==> src/rtl/csg_pkg.sv <==
package csg_pkg;

  typedef enum logic {
    ERR_DRIVEN   = 1'b0,
    ERR_RELEASED = 1'b1
  } err_lvl_e;

  // bits needed to hold the value n
  function automatic int cnt_bits(input int n);
    return (n < 2) ? 1 : $clog2(n + 1);
  endfunction

endpackage

==> src/rtl/csg_xor_tree.sv <==
module csg_xor_tree #(
  parameter int W   = 22,
  parameter int GRP = 4
) (
  input  logic [W-1:0] bits,
  output logic         par
);
  localparam int NGRP = (W + GRP - 1) / GRP;
  localparam int PW   = NGRP * GRP;

  logic [PW-1:0]   padded;
  logic [NGRP-1:0] grp_par;

  always_comb begin
    padded        = '0;
    padded[W-1:0] = bits;
  end

  for (genvar g = 0; g < NGRP; g++) begin : g_grp
    assign grp_par[g] = ^padded[g*GRP +: GRP];
  end

  assign par = ^grp_par;
endmodule

==> src/rtl/csg_capture.sv <==
module csg_capture #(
  parameter int ADDR_W = 22,
  parameter int CS_W   = 4
) (
  input  logic              clk,
  input  logic              rst_n,
  input  logic [ADDR_W-1:0] addr_cmd,
  input  logic [CS_W-1:0]   cs_n,
  output logic              par_q,
  output logic              gate_q
);
  logic par_now;

  csg_xor_tree #(.W(ADDR_W), .GRP(4)) u_tree (
    .bits (addr_cmd),
    .par  (par_now)
  );

  always_ff @(posedge clk or negedge rst_n) begin
    if (!rst_n) begin
      par_q  <= 1'b0;
      gate_q <= 1'b0;
    end else begin
      par_q  <= par_now;
      gate_q <= ~&cs_n;
    end
  end
endmodule

==> src/rtl/csg_err_hold.sv <==
module csg_err_hold
  import csg_pkg::*;
#(
  parameter int HOLD = 2
) (
  input  logic clk,
  input  logic rst_n,
  input  logic fault,
  output logic err_n
);
  localparam int CW = cnt_bits(HOLD);

  logic [CW-1:0] cnt;

  always_ff @(posedge clk or negedge rst_n) begin
    if (!rst_n)         cnt <= '0;
    else if (fault)     cnt <= CW'(HOLD);
    else if (cnt != '0) cnt <= cnt - 1'b1;
  end

  err_lvl_e lvl;
  assign lvl   = (cnt == '0) ? ERR_RELEASED : ERR_DRIVEN;
  assign err_n = lvl;
endmodule

==> src/rtl/csg_parity_check.sv <==
module csg_parity_check #(
  parameter int ADDR_W = 22,
  parameter int CS_W   = 4,
  parameter int HOLD   = 2
) (
  input  logic              clk,
  input  logic              rst_n,
  input  logic [ADDR_W-1:0] addr_cmd,
  input  logic [CS_W-1:0]   cs_n,
  input  logic              par_in,
  output logic              err_n
);
  logic par_q, gate_q, fault;

  csg_capture #(.ADDR_W(ADDR_W), .CS_W(CS_W)) u_cap (
    .clk      (clk),
    .rst_n    (rst_n),
    .addr_cmd (addr_cmd),
    .cs_n     (cs_n),
    .par_q    (par_q),
    .gate_q   (gate_q)
  );

  assign fault = gate_q & (par_q ^ par_in);

  csg_err_hold #(.HOLD(HOLD)) u_hold (
    .clk   (clk),
    .rst_n (rst_n),
    .fault (fault),
    .err_n (err_n)
  );
endmodule

==> config.mk <==
export PLATFORM = sky130hd
export DESIGN_NAME = csg_parity_check
export DESIGN_NICKNAME = d
export VERILOG_FILES = /design/src/rtl/csg_pkg.sv /design/src/rtl/csg_xor_tree.sv /design/src/rtl/csg_capture.sv /design/src/rtl/csg_err_hold.sv /design/src/rtl/csg_parity_check.sv
export SDC_FILE = /design/constraint.sdc
export NUM_CORES = 1
export LEC_CHECK = 0
export CAP_MARGIN = 20
export CORE_MARGIN = 2
export CORE_UTILIZATION = 27
export DETAILED_ROUTE_END_ITERATION = 10
export GPL_TIMING_DRIVEN = 1
export HOLD_SLACK_MARGIN = 0.06
export PLACE_DENSITY = 0.7
export SYNTH_ARGS = -nofsm -noshare
export SYNTH_HDL_FRONTEND = slang
export SYNTH_SLANG_ARGS = --single-unit
==> constraint.sdc <==
create_clock -name clk -period 1.3 [get_ports clk]
set_clock_uncertainty 0.15 [all_clocks]
set_input_delay 0.195 -clock clk [delete_from_list [all_inputs] [get_ports clk]]
set_output_delay 0.195 -clock clk [all_outputs]
set_load 0.02 [all_outputs]
==> results of run 1 <==
worst max-delay path, stage by stage (launching register included):
cell and delay [ns]:
dfrtp_1 0.36, inv_1 0.06, ha_2 0.18, buf_4 0.12, nor2_1 0.04, a221o_1 0.26
kinds of logic (layout without fill, tap and decap cells):
family / count (synthesis) / after routing / share of synthesized area
buf+inv: 2 / 38 / 0.0214
simple gates: 2 / 2 / 0.0285
xor+xnor: 22 / 22 / 0.587
compound gates: 2 / 2 / 0.0427
fa+ha+maj: 1 / 1 / 0.0356
flops: 4 / 4 / 0.285
stage by stage:
step	util	area (sq um)	TNS [ns]
after detailed placement	0.547	686	-0.868
after floorplan	-	354	0
final	0.544	682	0
after CTS	0.560	702	-0.00320
after global placement	0.547	686	-0.842
after global routing	0.544	682	-0.0914
registers in the layout, summed over array words and instances, names as in the netlist:
signal        flops
u_cap.par_q       1
u_hold.cnt        2
u_cap.gate_q      1
worst max-delay path by stage:
stage               slack, ns           from  cells after the start            end
global placement        -0.49   addr_cmd[17]                      5    u_cap.par_q
detailed placement      -0.49   addr_cmd[17]                      5    u_cap.par_q
global route            -0.05  u_hold.cnt[0]                      5  u_hold.cnt[1]
CTS                    -0.003  u_hold.cnt[0]                      3          err_n
finish                  0.005  u_hold.cnt[1]                      5  u_hold.cnt[1]
floorplan               0.005    addr_cmd[8]                      4    u_cap.par_q
power by group:
| group | total [mW] | switching, mW | internal, mW |
|---|---|---|---|
| combinational | 0.486 | 0.176 | 0.309 |
| clock | 0.148 | 0.0451 | 0.103 |
| sequential | 0.193 | 0.0187 | 0.174 |
| total | 0.826 | 0.240 | 0.586 |
synthesized netlist by cell type:
library cell  number
nor2_1             1
inv_1              2
a21oi_1            1
ha_1               1
xnor3_1            1
nand4_1            1
dfrtp_1            4
a221o_1            1
xor2_1             4
xnor2_1           17
area by class of cell:
| cell class | instances | area [sq um] |
|---|---|---|
| Clock buffer | 3 | 22.5 |
| Inverter | 2 | 7.51 |
| Tap cell | 15 | 18.8 |
| Multi-Input combinational cell | 27 | 262 |
| Timing Repair Buffer | 33 | 272 |
| Sequential cell | 4 | 100 |
| Fill cell | 126 | 571 |
metal layers:
| layer | global-route usage | vias up |
|---|---|---|
| met5 | 0 | - |
| met3 | 0.0222 | 0 |
| li1 | - | 179 |
| met1 | 0.0839 | 149 |
| met4 | 0.103 | 0 |
| met2 | 0.137 | 17 |
cell usage in the layout (no fill, tap or decap):
cell type / n
xnor2_1: 15
clkbuf_2: 9
clkdlybuf4s15_1: 7
dlygate4sd2_1: 6
clkdlybuf4s50_1: 6
xor2_1: 4
dfrtp_1: 4
clkbuf_4: 3
buf_4: 3
inv_1: 2
xnor2_2: 2
nand4_1: 1
xnor3_1: 1
nor2_1: 1
a221o_1: 1
a21oi_1: 1
ha_2: 1
dlygate4sd3_1: 1
buf_6: 1
timing repair:
| item | 4_1_cts | 5_1_grt |
|---|---|---|
| setup endpoints to repair | 2 | 3 |
| pin swaps | 21 | 14 |
| hold endpoints to repair | 4 | 0 |
| hold buffers | 1 | 0 |
| resized for setup | 36 | 19 |
==> metrics.cfg, run 1 <==
[synthesis]
synthCells=33
synth_cell_types=10
avgSynthCellArea_sq_um=10.7
postSynthNetCount=63
yosysTopAreaCell=xnor2_1
synth-seq-cells=4
synth_area_sq_um=352
yosysWarnings=0
post_synth_main_area_contributors=xnor2_1, dfrtp_1, xor2_1, xnor3_1, ha_1
yosysTopAreaCellShare=0.423
synth-seq-area-share=0.285

[detailed_routing]
drtIter0Drc=0
drc=0
met3WireLength_um=58
firstDrtPassIters=1
ant_nets=0
wl_um=668
route.met2.wl_um=375
met1_length_um=234
highest_layer=met3
vias_per_cell=4.11
drt-wirelength-per-cell_um=7.95
routed-via-count=345

[setup_path]
required_ns=1.25
r2r-start=u_hold.cnt[1]
worstSetupPathType=flip-flop to flip-flop
r2r_cells=5
cp_max_fo=3
startpoint_type=flip-flop
reg2reg_slack_ns=0.005
r2r-end=u_hold.cnt[1]
worstPathArrival_ns=1.25
worstSetupEndpointType=flip-flop

[floorplanning]
rows=13
io_pins=30
die-height_um=40.1
die_area_sq_um=1610
initial_core_util=0.281
die_x_um=40.1
coreArea_sq_um=1250

[clocking]
cts-root-buf=clkbuf_4
clkTransAtPathRegs_ns=0.04
clock_sinks=4
h-tree-depth=1
cts_setup_buffers=0
numCtsBuffers=3
cts_tree=done
cts_buffer_depth=2
clk_latency_ns=0.23

[sta]
maxSlewHeadroom=0.866
fmax_mhz=772
whs_ns=0.297
fin_crit_sh=0.996
drv_slew=0
rsz0062_at_grt=yes
fin_ws_ns=0.00540
fin_crit_ns=1.29
tightestPinTransition_ns=0.199
finalSetupViolCount=0
hold_violations=0

[global_routing]
grt_use_total=0.0866
antenna_found_initial=0
grt_pass1_vias=280
overflow=0
grt_pass1_wl_um=890
grt_start_max_net_pins=5

[pwr]
p_leak_nw=0.313
power.total_uw=826
power.density_nw_per_um2=1210
vdd_drop_max_mv=0.531

[placement]
pre_cts_ws_ns=-0.491
dp_hpwl_um=593
gp_congestion=0.565
dp.cells=80
numPortBuffers=29

[outcome]
status=finished, final reports clean

[final_layout]
finalNonFillerCells=84
drive_gt1_frac=0.275
nets=101
antenna_cells=0
area_growth_pct=94.0

[hold_path]
hp-class=flip-flop to flip-flop
hold_start=u_cap.gate_q
holdPathStages=1
whs_endpoint=u_hold.cnt[0]

[job]
maxCapViolCount=0

No activity file was read; power rests on OpenSTA's default activity.
==> run 2: changes to the inputs <==
--- a/config.mk
+++ b/config.mk
@@ -8,6 +8,7 @@
 export CAP_MARGIN = 20
 export CORE_MARGIN = 2
 export CORE_UTILIZATION = 27
+export CTS_CLUSTER_SIZE = 25
 export DETAILED_ROUTE_END_ITERATION = 10
 export GPL_TIMING_DRIVEN = 1
 export HOLD_SLACK_MARGIN = 0.06
==> results of run 2 <==
No change in the layout: final DEF, timing and power equal those of run 1.
==> run 3: changes to the inputs <==
--- a/config.mk
+++ b/config.mk
@@ -16,3 +16,4 @@
 export SYNTH_ARGS = -nofsm -noshare
 export SYNTH_HDL_FRONTEND = slang
 export SYNTH_SLANG_ARGS = --single-unit
+export TNS_END_PERCENT = 1
==> run 3 against run 2 <==
Against the previous run:
- combinational power hardly changed
- utilization is 1.6 points higher
- critical path depth stayed put
- critical path type unchanged
- hold slack stayed put
- sequential cell count stayed put
==> metrics.cfg, run 3 (synthesis results as in run 1) <==
[setup_path]
worstPathArrival_ns=1.25
reg2reg_slack_ns=0.005
r2r-start=u_hold.cnt[1]
cp_top_family=flip-flops
worstSetupPathType=flip-flop to flip-flop
required_ns=1.25
r2r-end=u_hold.cnt[1]
r2r_cells=5
cp_slowest_cell=dfrtp_1
startpoint_type=flip-flop
crit_buf_inv=2
slowest_delay_ns=0.36
worstSetupEndpointType=flip-flop
cp_max_fo=3
path_cells=inv_1 > ha_2 > buf_4 > nor2_1 > a221o_1

[global_routing]
grt_start_max_net_pins=5
grt_use_total=0.0866
grt_pass1_vias=280
antenna_found_initial=0
overflow=0
grt_pass1_wl_um=890

[final_layout]
drive_gt1_frac=0.116
antenna_cells=0
largest_reg_flops=2
final_cell_mix=xnor2_1, dlygate4sd2_1, clkdlybuf4s15_1
final_common_cell=xnor2_1
top_regs=u_hold.cnt: 2 flops, u_cap.gate_q: 1 flops, u_cap.par_q: 1 flops
utilization=0.560
nFillCells=130
regMostFlops=u_hold.cnt
area_growth_pct=99.6
nets=101

[pwr]
p_leak_nw=0.311
power.density_nw_per_um2=1170
vdd_drop_max_mv=0.533
power.total_uw=824

[clocking]
cts_buffer_depth=2
numCtsBuffers=3
cts-root-buf=clkbuf_4
clock_sinks=4
clkTransAtPathRegs_ns=0.04
cts_tree=done
h-tree-depth=1
clk_latency_ns=0.23

[detailed_routing]
met1_length_um=226
drc=0
drtIter0Drc=2
wl_um=643
firstDrtPassIters=4
vias_per_cell=4.08
ant_nets=0
met3WireLength_um=53
routed-via-count=343
highest_layer=met3
route.met2.wl_um=363
drt-wirelength-per-cell_um=7.65

[sta]
fin_crit_ns=1.29
finalSetupViolCount=0
fin_crit_sh=0.996
drv_slew=0
tightestPinTransition_ns=0.196
rsz0062_at_grt=yes
fmax_mhz=772
hold_violations=0
maxSlewHeadroom=0.868

[outcome]
status=finished, final reports clean

[placement]
gp_congestion=0.565
numPortBuffers=29
dp_hpwl_um=593

[floorplanning]
die_x_um=40.1
io_pins=30
coreArea_sq_um=1250
rows=13
die_area_sq_um=1610
die-height_um=40.1
initial_core_util=0.281

[job]
maxCapViolCount=0

[hold_path]
hp-class=flip-flop to flip-flop
whs_endpoint=u_hold.cnt[0]
holdPathStages=1
hold_start=u_cap.gate_q

## run 3: changes by cell type in the layout (fill, tap and decap cells not counted), sizes merged
cell,previous run,this run
clkbuf,12,3
clkdlybuf4s15,7,8
dlygate4sd2,6,14
## run 3: cell type report
cell class | instances | area, sq um | area share
clock buffer | 3 | 22.5 | 0.0321
inverter | 2 | 7.51 | 0.0107
multi-input combinational | 27 | 246 | 0.351
sequential | 4 | 100 | 0.143
tap | 15 | 18.8 | 0.0267
timing repair buffer | 33 | 307 | 0.437
## run 3: worst max path at each step
stage	startpoint	endpoint	slack, ns	depth (start not counted)
6_report	u_hold.cnt[1]	u_hold.cnt[1]	0.005	5
5_1_grt	u_hold.cnt[0]	u_hold.cnt[1]	-0.05	5
4_1_cts	u_hold.cnt[0]	err_n	-0.003	3
3_5_place_dp	addr_cmd[17]	u_cap.par_q	-0.49	5
3_3_place_gp	addr_cmd[17]	u_cap.par_q	-0.49	5
2_1_floorplan	addr_cmd[8]	u_cap.par_q	0.005	4
## run 3: what timing repair did
| action | 4_1_cts | 5_1_grt |
|---|---|---|
| buffers inserted | 0 | 0 |
| gates resized for setup | 36 | 0 |
| cloned | 0 | 0 |
| hold buffers | 1 | 0 |
| hold endpoints to repair | 4 | 0 |
| pin swaps | 21 | 0 |
| endpoints found under the setup margin | 2 | 3 |
## run 3: power breakdown
group | switching [mW] | leakage [nW] | internal [mW]
sequential | 0.0187 | 0.0439 | 0.174
clock | 0.0450 | 0.0138 | 0.103
combinational | 0.174 | 0.253 | 0.310
total | 0.237 | 0.311 | 0.587
## run 3: per-stage QoR
step / setup TNS, ns / setup slack, ns / instance area [sq um] / cells / hold WS (ns)
after floorplan: 0 / 0.00492 / 354 / 33 / -0.251
after global placement: -0.842 / -0.494 / 686 / 80 / 0.265
after detailed placement: -0.868 / -0.491 / 686 / 80 / 0.263
after CTS: -0.00320 / -0.00320 / 702 / 84 / 0.295
after global routing: -0.132 / -0.0472 / 702 / 84 / 0.326
final: 0 / 0.00540 / 702 / 84 / 0.297
## run 3: metal layers
metal | up-vias | GRT usage
li1 | 179 | -
met1 | 147 | 0.0839
met2 | 17 | 0.137
met3 | 0 | 0.0222
met4 | 0 | 0.103
met5 | - | 0
